**config.mk**
```make
export PLATFORM = sky130hd
export DESIGN_NAME = presettable_counter
export DESIGN_NICKNAME = d
export VERILOG_FILES = /design/src/rtl/presettable_counter.sv
export SDC_FILE = /design/constraint.sdc
export NUM_CORES = 1
export LEC_CHECK = 0
export ABC_AREA = 1
export BUFFER_PORTS_ARGS = -buffer_cell sky130_fd_sc_hd__buf_2
export CAP_MARGIN = 20
export CORE_AREA = 2 2 39 41
export DETAILED_ROUTE_END_ITERATION = 10
export DIE_AREA = 0 0 41 43
export GPL_TIMING_DRIVEN = 0
export PLACE_DENSITY_LB_ADDON = 0.1
export SYNTH_ARGS = -nofsm -noshare
export SYNTH_HDL_FRONTEND = slang
export SYNTH_SLANG_ARGS = --single-unit
export TNS_END_PERCENT = 30
```
**constraint.sdc**
```tcl
create_clock -name clk -period 1.2 [get_ports clk]
set_input_delay 0.24 -clock clk [delete_from_list [all_inputs] [get_ports clk]]
set_output_delay 0.24 -clock clk [all_outputs]
set_load 0.01 [all_outputs]
```
**src/rtl/presettable_counter.sv**
```systemverilog
module presettable_counter #(
  parameter int WIDTH      = 4,
  parameter bit SYNC_CLEAR = 1'b1
) (
  input  logic             clk,
  input  logic             clr_n,
  input  logic             load_n,
  input  logic [WIDTH-1:0] din,
  input  logic             en_cnt,
  input  logic             en_casc,
  output logic [WIDTH-1:0] count,
  output logic             carry
);

  localparam logic [WIDTH-1:0] ONE = WIDTH'(1);

  logic [WIDTH-1:0] nxt;

  always_comb begin
    nxt = count;
    if (!load_n)                nxt = din;
    else if (en_cnt && en_casc) nxt = count + ONE;
  end

  generate
    if (SYNC_CLEAR) begin : g_sync_clr
      always_ff @(posedge clk) begin
        if (!clr_n) count <= '0;
        else        count <= nxt;
      end

      a_r4_sync_clear: assert property (@(posedge clk)
        !clr_n |=> count == '0);
    end else begin : g_async_clr
      always_ff @(posedge clk or negedge clr_n) begin
        if (!clr_n) count <= '0;
        else        count <= nxt;
      end

      a_r3_async_clear: assert property (@(posedge clk)
        !clr_n |-> count == '0);
    end
  endgenerate

  assign carry = en_casc & (&count);

  a_r2_load: assert property (@(posedge clk) disable iff (!clr_n)
    !load_n |=> count == $past(din));

  a_r5_increment: assert property (@(posedge clk) disable iff (!clr_n)
    (load_n && en_cnt && en_casc) |=> count == WIDTH'($past(count) + ONE));

  a_r6_hold: assert property (@(posedge clk) disable iff (!clr_n)
    (load_n && !(en_cnt && en_casc)) |=> $stable(count));

endmodule

```
==> results.json <==
{
  "outcome": "finished, violations left",
  "failed_checks": "setup timing",
  "drc": 0,
  "cts_htree_levels": 1,
  "cts_tree": "done",
  "ys_seq_area_share_pct": 33.2,
  "gp_congestion": 0.673,
  "netlist.area_leader.share_pct": 33.2,
  "finalHoldViolCount": 0,
  "crit_path_end_kind": "output port",
  "tightest_slew_ns": 0.189,
  "synth_most_common_cell": "nand2_1",
  "fmax_ghz": 0.823,
  "drive_gt1_share_pct": 52.7,
  "crit_path_max_fanout": 2,
  "cts_hold_buf": 0,
  "wl_per_cell_um": 9.80,
  "ff2ff_path_depth": 4,
  "dp_hpwl_um": 529,
  "fillCellCount": 162,
  "syn_inst": 36,
  "seqPwrFrac_pct": 38.1,
  "rr_endpoint": "count[2]",
  "post_dp_cell_area_um2": 327,
  "reg.largest.list": "count: 4 flops",
  "numCtsBuffers": 3,
  "antenna_found_initial": 0,
  "clk-insertion-delay-late_ns": 0.23,
  "pre_cts_ws_ns": 0.0450,
  "top_level_ports": 14,
  "grt_pass1_vias": 273,
  "path_clk_slew_ns": 0.03,
  "grt_overflow": 0,
  "dp_cells": 65,
  "grt_start_max_net_pins": 7,
  "timing.slew.headroom_pct": 87.3,
  "multi_input_area_um2": 161,
  "syn_avg_cell_area_um2": 6.71,
  "n_antenna_cell": 0,
  "arrival_ns": 0.97,
  "synth.largest_area_cell": "dfxtp_1",
  "reg2reg_slack_ns": 0.19,
  "netlist_top_cells_area": "dfxtp_1, nand2_1, nand3_1",
  "seq_area_um2": 85.1,
  "synth_edf_count": 0,
  "rsz0062_at_grt": "true",
  "required_ns": 0.96,
  "synth_flop_cell": "dfxtp_1",
  "pwr-share-clk_pct": 40.0,
  "fp-row-count": 14,
  "clock_sinks": 4,
  "ys_ff_latch": 4,
  "gr-usage-all-layers_pct": 10.0,
  "critPathLaunchType": "register",
  "min_period_ns": 1.21,
  "synth_cell_types": 16,
  "fp.dieH_um": 43,
  "vias": 305,
  "period_share_pct": 101,
  "stdcell_area_um2": 392,
  "largest_reg_flops": 4,
  "comb_power_share_pct": 22.0,
  "crit_path_start": "count[1]",
  "switching_share_pct": 27.3,
  "die_x_um": 41,
  "timing.max_cap.violations": 0,
  "fin_ws_ns": -0.0150,
  "syn_area_um2": 241,
  "dieArea_mm2": 0.00176,
  "utilization_pct": 28.3,
  "hold_ws_ns": 0.275,
  "yosys_warnings": 0,
  "setup.worst_path.end": "carry",
  "hold_class": "input port to register",
  "cellLeakagePower_nw": 0.184,
  "drt_pre_antenna_iters": 2,
  "r2r_start": "count[0]",
  "power.density_mw_per_mm2": 1050,
  "regMostFlops": "count",
  "port_buffers": 13,
  "nets": 67,
  "wl_um": 696,
  "clock_skew_ns": 0.00419,
  "start_util_pct": 17.5,
  "cts_root_buf": "clkbuf_4",
  "synthArstFlopShare_pct": 0,
  "clockBufferDepth": 2,
  "ant_nets": 0,
  "p_switching_uw": 113,
  "ir_worst_vdd_mv": 0.677,
  "via_per_inst": 4.30,
  "first_iter_violations": 1,
  "core_mm2": 0.00138,
  "worstSetupPathType": "register to output port",
  "area_delta_synth_final_pct": 62.2,
  "final_cells": 71,
  "syn-num-nets": 46,
  "setup_viol": 1,
  "drv_slew": 0,
  "grt_pass1_wl_um": 1120,
  "synth_common_cells": "nand2_1, dfxtp_1, nor2_1",
  "p_int_uw": 300
}
[stage by stage]
| step | setup TNS [ns] | power [mW] |
|---|---|---|
| final | -0.0150 | 0.413 |
| after global routing | -0.0776 | 0.449 |
| after CTS | -0.0283 | 0.423 |
| after detailed placement | 0 | 0.236 |
| after global placement | 0 | 0.237 |
| after floorplan | 0 | 0.199 |
[power groups by stage]
| stage | combinational [mW] | clock (mW) | sequential (mW) |
|---|---|---|---|
| after floorplan | 0.0363 | 0 | 0.162 |
| after global placement | 0.0757 | 0 | 0.161 |
| after detailed placement | 0.0755 | 0 | 0.160 |
| after CTS | 0.0927 | 0.173 | 0.157 |
| after global routing | 0.103 | 0.187 | 0.159 |
| final | 0.0907 | 0.165 | 0.157 |
[kinds of logic after synthesis]
group           count (synthesis)  share of synthesized area (%)
buf+inv                         4                           6.22
simple gates                   21                           39.4
flops                           4                           33.2
compound gates                  6                           16.1
fa+ha+maj                       1                           5.18
[cell type report]
class	instances	share of cell area (%)
Sequential cell	4	21.7
Clock buffer	3	5.75
Tap cell	16	5.11
Timing Repair Buffer	16	22.4
Inverter	4	3.83
Multi-Input combinational cell	28	41.2
[routing by layer]
layer / wire (um) / GRT usage (%) / vias up
met5: 0 / 0 / -
met3: 72 / 9.42 / 0
li1: - / - / 158
met1: 297 / 12.2 / 135
met2: 326 / 13.8 / 12
met4: 0 / 0 / 0
[worst min path at each step]
| stage | startpoint | to | depth (start not counted) |
|---|---|---|---|
| after floorplan | clr_n | count[1] | 2 |
| after global placement | clr_n | count[3] | 3 |
| after detailed placement | clr_n | count[1] | 3 |
| after CTS | clr_n | count[1] | 3 |
| after global routing | din[1] | count[1] | 3 |
| final | din[1] | count[1] | 3 |
[critical path: stages (launching register included)]
cell and delay, ns:
dfxtp_2 0.35, ha_4 0.14, nand2_2 0.05, nor2_1 0.08
buf_2 0.13
[cell usage in the layout (no fill, tap or decap), drive strengths merged]
cell type,synthesis,layout
clkbuf,0,3
a21oi,1,1
a211oi,1,1
a31oi,2,2
buf,0,16
nor2,5,5
dfxtp,4,4
inv,3,3
clkinv,1,1
nand2,11,11
o21ai,2,2
nand3,3,3
or2,1,1
ha,1,1
nand4,1,1
[timing repair]
action | CTS | global route
buffers inserted | 3 | 0
pin swaps | 2 | 0
gates resized for setup | 6 | 0
setup endpoints to repair | 1 | 1
No activity file was read; power rests on OpenSTA's default activity.
